--- config.mk ---
export PLATFORM = sky130hd
export DESIGN_NAME = bcd_pwm
export DESIGN_NICKNAME = d
export VERILOG_FILES = /design/src/rtl/bcd_pwm.sv
export SDC_FILE = /design/constraint.sdc
export NUM_CORES = 1
export LEC_CHECK = 0
export BUFFER_PORTS_ARGS = -buffer_cell sky130_fd_sc_hd__buf_2
export CAP_MARGIN = 25
export CORE_UTILIZATION = 27
export DETAILED_ROUTE_END_ITERATION = 8
export PLACE_DENSITY = 0.54
export SETUP_SLACK_MARGIN = 0.2
export SYNTH_ARGS = -nofsm -noshare
export SYNTH_HDL_FRONTEND = slang
export SYNTH_SLANG_ARGS = --single-unit
--- constraint.sdc ---
create_clock -name clk -period 3.1 [get_ports clk]
set_clock_uncertainty 0.2 [all_clocks]
set_input_delay 0.31 -clock clk [delete_from_list [all_inputs] [get_ports clk]]
set_output_delay 0.31 -clock clk [all_outputs]
set_load 0.05 [all_outputs]
--- src/rtl/bcd_pwm.sv ---
module bcd_pwm #(
  parameter int DW = 4,
  parameter int DMAX = 9
) (
  input  logic          clk,
  input  logic          rst,
  input  logic [DW-1:0] set_tens,
  input  logic [DW-1:0] set_units,
  output logic [DW-1:0] ramp_tens,
  output logic [DW-1:0] ramp_units,
  output logic          pwm_out,
  output logic          pwm_n_out
);
  localparam logic [DW-1:0] TOP = DW'(DMAX);
  localparam int VW = 2 * DW;

  logic [DW-1:0] cnt_t, cnt_u, act_t, act_u;
  logic [DW-1:0] in_t, in_u;
  logic wrap, below, full;

  assign in_t = (set_tens  > TOP) ? TOP : set_tens;
  assign in_u = (set_units > TOP) ? TOP : set_units;
  assign wrap = (cnt_t == TOP) && (cnt_u == TOP);

  always_ff @(posedge clk) begin
    if (rst || wrap) begin
      cnt_t <= '0;
      cnt_u <= '0;
      act_t <= in_t;
      act_u <= in_u;
    end else if (cnt_u == TOP) begin
      cnt_u <= '0;
      cnt_t <= cnt_t + 1'b1;
    end else begin
      cnt_u <= cnt_u + 1'b1;
    end
  end

  assign below = (cnt_t < act_t) || ((cnt_t == act_t) && (cnt_u < act_u));
  assign full  = (act_t == TOP) && (act_u == TOP);

  assign pwm_out    = below || full;
  assign pwm_n_out  = ~pwm_out;
  assign ramp_tens  = cnt_t;
  assign ramp_units = cnt_u;

  logic [VW-1:0] ramp_val, act_val;
  assign ramp_val = VW'(cnt_t) * VW'(DMAX + 1) + VW'(cnt_u);
  assign act_val  = VW'(act_t) * VW'(DMAX + 1) + VW'(act_u);

  assert_digits_R1: assert property (@(posedge clk) disable iff (rst)
    (cnt_t <= TOP) && (cnt_u <= TOP));
  assert_step_R1: assert property (@(posedge clk) disable iff (rst)
    !wrap |=> ramp_val == $past(ramp_val) + VW'(1));
  assert_wrap_R2: assert property (@(posedge clk) disable iff (rst)
    wrap |=> ramp_val == '0);
  assert_rise_at_zero_R3: assert property (@(posedge clk) disable iff (rst)
    $rose(pwm_out) |-> ramp_val == '0);
  assert_fall_at_set_R3: assert property (@(posedge clk) disable iff (rst)
    $fell(pwm_out) |-> ramp_val == act_val);
  assert_zero_low_R4: assert property (@(posedge clk) disable iff (rst)
    (act_val == '0) |-> !pwm_out);
  assert_hold_set_R7: assert property (@(posedge clk) disable iff (rst)
    !wrap |=> $stable(act_val));
  assert_clamped_R8: assert property (@(posedge clk) disable iff (rst)
    (act_t <= TOP) && (act_u <= TOP));
endmodule

* Word level (Yosys, flattened, before mapping) *
Index checks and enable logic that the tools add are counted.

storage, ports and cells
  register bits after elaboration = 16
  input bits = 10
  output and inout port bits = 10
  logic and storage cells = 23

cells by class
  add/sub/neg operators = 2
  $lt $le $gt $ge = 4
  eq/ne operators = 5
  bitwise operators = 1
  reductions and logical operators = 7

operators with widths
  kind                                         count
  equality test 4 bit, second input constant   4
  adder 4 x 1 -> 4 bit, second input constant  2
  > comparator 4 bit, second input constant    2
  less-than comparator 4 bit                   2
  equality test 4 bit                          1
  logical AND 1 bit                            3
  logical OR 1 bit                             3
  OR reduction 2 bit                           1
  NOT 1 bit                                    1

* Longest topological paths before layout *
  depth in word-level cells = 5
  gate-level depth with buffers = 7
  mapped depth without buffers = 6

* Least setup slack after synthesis *
OpenSTA, ideal clock, no wires.

  path kind = register to output
  start = register cnt_u[1] (netlist: ramp_units[1])
  end = output port pwm_out
  arrival = 2850 ps
  required time = 2590 ps
  slack = -260 ps
  cell stages (with the launch flop) = 5
  buffers on the path = 0
  cells stage by stage = dfxtp_1 ha_1 a21oi_1 nor2_1 o41ai_1

between the ends
  longest elaborated chain between the ends = 4

ends and longest elaborated chain
  item                        RTL line  text
  start: declaration          17        logic [DW-1:0] cnt_t, cnt_u, act_t, act_u;
  start signal: assignment    35        cnt_u <= cnt_u + 1'b1;
  less-than comparator 4 bit  39        assign below = (cnt_t < act_t) || ((cnt_t == act_t) && (cnt_u < act_u));
  logical AND 1 bit           39
  logical OR 1 bit            39
  logical OR 1 bit            42        assign pwm_out = below || full;
  end: declaration            11        output logic pwm_out,

Every way passes these cells.

* Worst setup path after layout *
  start = register cnt_t[1] (netlist: ramp_tens[1])
  end = output port pwm_n_out

between the ends
  longest elaborated chain between the ends = 5
  elaborated cells on any way between the ends = 6
  those cells by class = 1 x order compare; 1 x eq/ne; 1 x bitwise; 3 x reduce/logical

ends and longest elaborated chain
  item                                                                RTL line  text
  start: declaration                                                  17
  start signal: assignment                                            33        cnt_t <= cnt_t + 1'b1;
  branches (longest 2 deep; another with less-than comparator 4 bit)  --
  logical OR 1 bit *                                                  39
  logical OR 1 bit *                                                  42
  NOT 1 bit *                                                         43        assign pwm_n_out = ~pwm_out;
  end: declaration                                                    12        output logic pwm_n_out

Mark *: on every way between the ends.

==> summary.txt <==
Global route
  • Pin count of the biggest net entering global routing: 13
  • Total track usage: between 10% and 20%
  • Number of global-route vias before repair: around 610
  • First-pass GRT wire length: 2732 microns
  • Grt ovf: 0
  • Antenna violations before repair: 0

Critical path
  • Crit path kind: flip-flop to output port
  • CP max-delay cell: dfxtp_1
  • Critical path arrival: 1910 ps
  • Cell Chain, Critical Path: ha_1 -> nor2b_1 -> o211ai_1 -> a21oi_1 -> o41a_1 -> buf_2
  • Max incr delay on CP: approximately 390 ps
  • Kind of cell adding the most delay to the critical path: compound AO/OA/AOI/OAI gates
  • Critical Path End Type: output port
  • Startpoint types: flip-flop
  • Crit path required time: 2590 ps
  • Worst-path fanout max: 6
  • R2r setup slk: roughly 1200 ps
  • Critical path buffers and inverters: 1

Yosys
  • Synth unique cells: 26
  • Post-synth top cells: ha_1, inv_1, dfxtp_1, edfxtp_1, nor2_1
  • Avg Synthesized Cell Area: about 10 sq um
  • Top-count cell post-synth: ha_1
  • Mapped Cells: between 80 and 90
  • Yosys reg bits: 16
  • Synth top area share: 27.16%
  • Most used flip-flop cell after synthesis: edfxtp_1
  • Post-synth ARST share: 0%
  • Syn nets: 106
  • Top post-synthesis cells by area: edfxtp_1, dfxtp_1, ha_1
  • Number of enable flip-flop cells after synthesis: 8
  • Post-synth top area cell: edfxtp_1
  • Syn Std Cell Area: around 900 sq um
  • Post-synthesis sequential area ratio: 45.26%
  • Synthesis warning total: 0

Placement
  • DPL Wire Length: 1309 microns
  • Placer Congestion: approximately 0.68
  • Placed cell count: roughly 150
  • Setup WS pre-CTS: just over 1000 ps
  • Number of port buffers: 19

STA
  • PnR worst setup slack: about 680 ps
  • Peak Freq: ~410 MHz
  • Fin crit share: between 70% and 80%
  • Slew @ Worst Pin: roughly 380 ps
  • Setup TNS: 0 ps
  • Fin. Hold Viols: 0
  • RSZ-0062 raised after global routing: no
  • # setup viols final: 0
  • Max Slew Vio Count: 0
  • Minimum clock period: about 2400 ps
  • Max_slew headroom: approximately three quarters

Route
  • Final wirelength: 1595 microns
  • WL/cell: 10.70 microns
  • Vias: between 600 and 700
  • 1st-pass router iterations: 4
  • Post-route DRC: 0
  • Vias/cell: around 4.4
  • DRT iter0 DRCs: 6
  • Post-route ant nets: 0

Layout
  • Nets: ~130
  • Diode count: 0
  • Layout Utilization: about a third
  • Layout area overhead: 19.80%
  • Post-route non-filler standard cell count: 149
  • Ratio of cells with drive above 1 in the final layout: about 25%

Clocking
  • CTS Hold Bufs: 0
  • Clk slew on worst S/H paths: ~100 ps
  • CTS buffer count: 3
  • CTS resizes: 0
  • Htree depth: 1
  • Root Buffer Master: clkbuf_4
  • CTS max path bufs: 2
  • CTS Sinks: 16
  • Clock Latency Late Sink: approximately 300 ps
  • Post-CTS setup buffer count: 0
  • CTS tree: yes

Die
  • Row Count: 20
  • Die area: about 3500 sq um
  • Core box area: 3078 sq um
  • Die X: slightly below 60 microns
  • Die Ht: ~59 microns
  • Starting Density: between 20% and 30%
  • # IOs: 20

Min path
  • Hold Crit Class: input port to flip-flop

Status
  • Status: finished clean

Pwr
  • Power density cells: about 420 nW/um^2
  • Max VDD drop: between 150 and 200 uV
  • Pleak: 0.4578 nW
  • Pwr Total: 447.8 uW

Job
  • Maximum Capacitance Violations: 0
final timing paths:
path                                                 from                       end  cells past startpoint
worst max-delay path            ramp_tens[1]$_SDFFE_PP0P_                 pwm_n_out                      6
worst min-delay path                          set_tens[3]    act_t[3]$_SDFFCE_PN1P_                      1
worst max register to register   ramp_units[0]$_SDFF_PP0_    act_u[2]$_SDFFCE_PN0P_                      3
worst min register to register   ramp_units[0]$_SDFF_PP0_  ramp_units[0]$_SDFF_PP0_                      1
worst register-to-register path, delay by kind of cell (launching register included):
kind | cells | cell delay [ps]
AOI/OAI and AO/OA | 1 | 380
adders and majority gates | 1 | 210
and+or+nand+nor | 1 | 400
DFF | 1 | 450
metal layers:
metal	up-vias	part of all wire (%)	track usage, %	wire length, microns
li1	330	-	-	-
met1	306	46	13.25	729
met3	4	5.2	1.965	83
met5	-	0	0	0
met2	18	47	17.98	753
met4	0	1.8	6.122	28
cells by family (layout without fill, tap and decap cells):
logic type	count (synthesis)	count (layout)	share of synthesized area [%]
simple gates	29	29	17.54
flops	16	16	45.26
buf+inv	13	33	6.366
fa+ha+maj	11	11	15.56
compound gates	11	11	10.33
xor+xnor	5	5	4.950
state kept, by name (all words and copies together) (netlist names):
name and cells:
ramp_tens 4, act_u 4, act_t 4, ramp_units 4
where the power goes:
group	internal (mW)	total [mW]	switching [mW]
clock	0.0717	0.146	0.0741
sequential	0.233	0.241	0.00848
combinational	0.0231	0.0609	0.0378
total	0.327	0.448	0.120
cell usage in the layout, fill, tap and decap left out:
| master | count |
|---|---|
| clkbuf_8 | 1 |
| nand2_1 | 5 |
| o211ai_1 | 1 |
| nand4b_1 | 1 |
| buf_2 | 19 |
| nor2b_1 | 5 |
| and3b_1 | 1 |
| a41o_4 | 1 |
| nor4b_1 | 1 |
| ha_1 | 11 |
| clkbuf_4 | 3 |
| a21oi_1 | 4 |
| xnor2_1 | 4 |
| o41a_1 | 1 |
| nand2b_1 | 3 |
| xor2_1 | 1 |
| o41ai_2 | 1 |
| inv_1 | 10 |
| nor2_1 | 7 |
| a211oi_2 | 1 |
| nor3_1 | 3 |
| nand4_1 | 1 |
| o21ai_0 | 2 |
| nor3b_1 | 1 |
| edfxtp_1 | 8 |
| nand3_1 | 1 |
| dfxtp_1 | 8 |
area by class of cell:
| type | count | area (sq um) |
|---|---|---|
| flip-flops and latches | 16 | 400.4 |
| well taps | 44 | 55.05 |
| inverters | 10 | 37.54 |
| clock buffers | 4 | 36.28 |
| fillers | 332 | 2018 |
| repair buffers | 19 | 95.09 |
| multi-input cells | 56 | 435.4 |
through the flow:
step                instance area, sq um  hold slack [ps]
detailed placement                  1023            331.4
floorplan                          892.1            182.4
CTS                                 1060            19.61
finish                              1060            21.82
global route                        1060            28.35
global placement                    1023            331.2
Note: power is estimated with default switching activity, not from simulation.
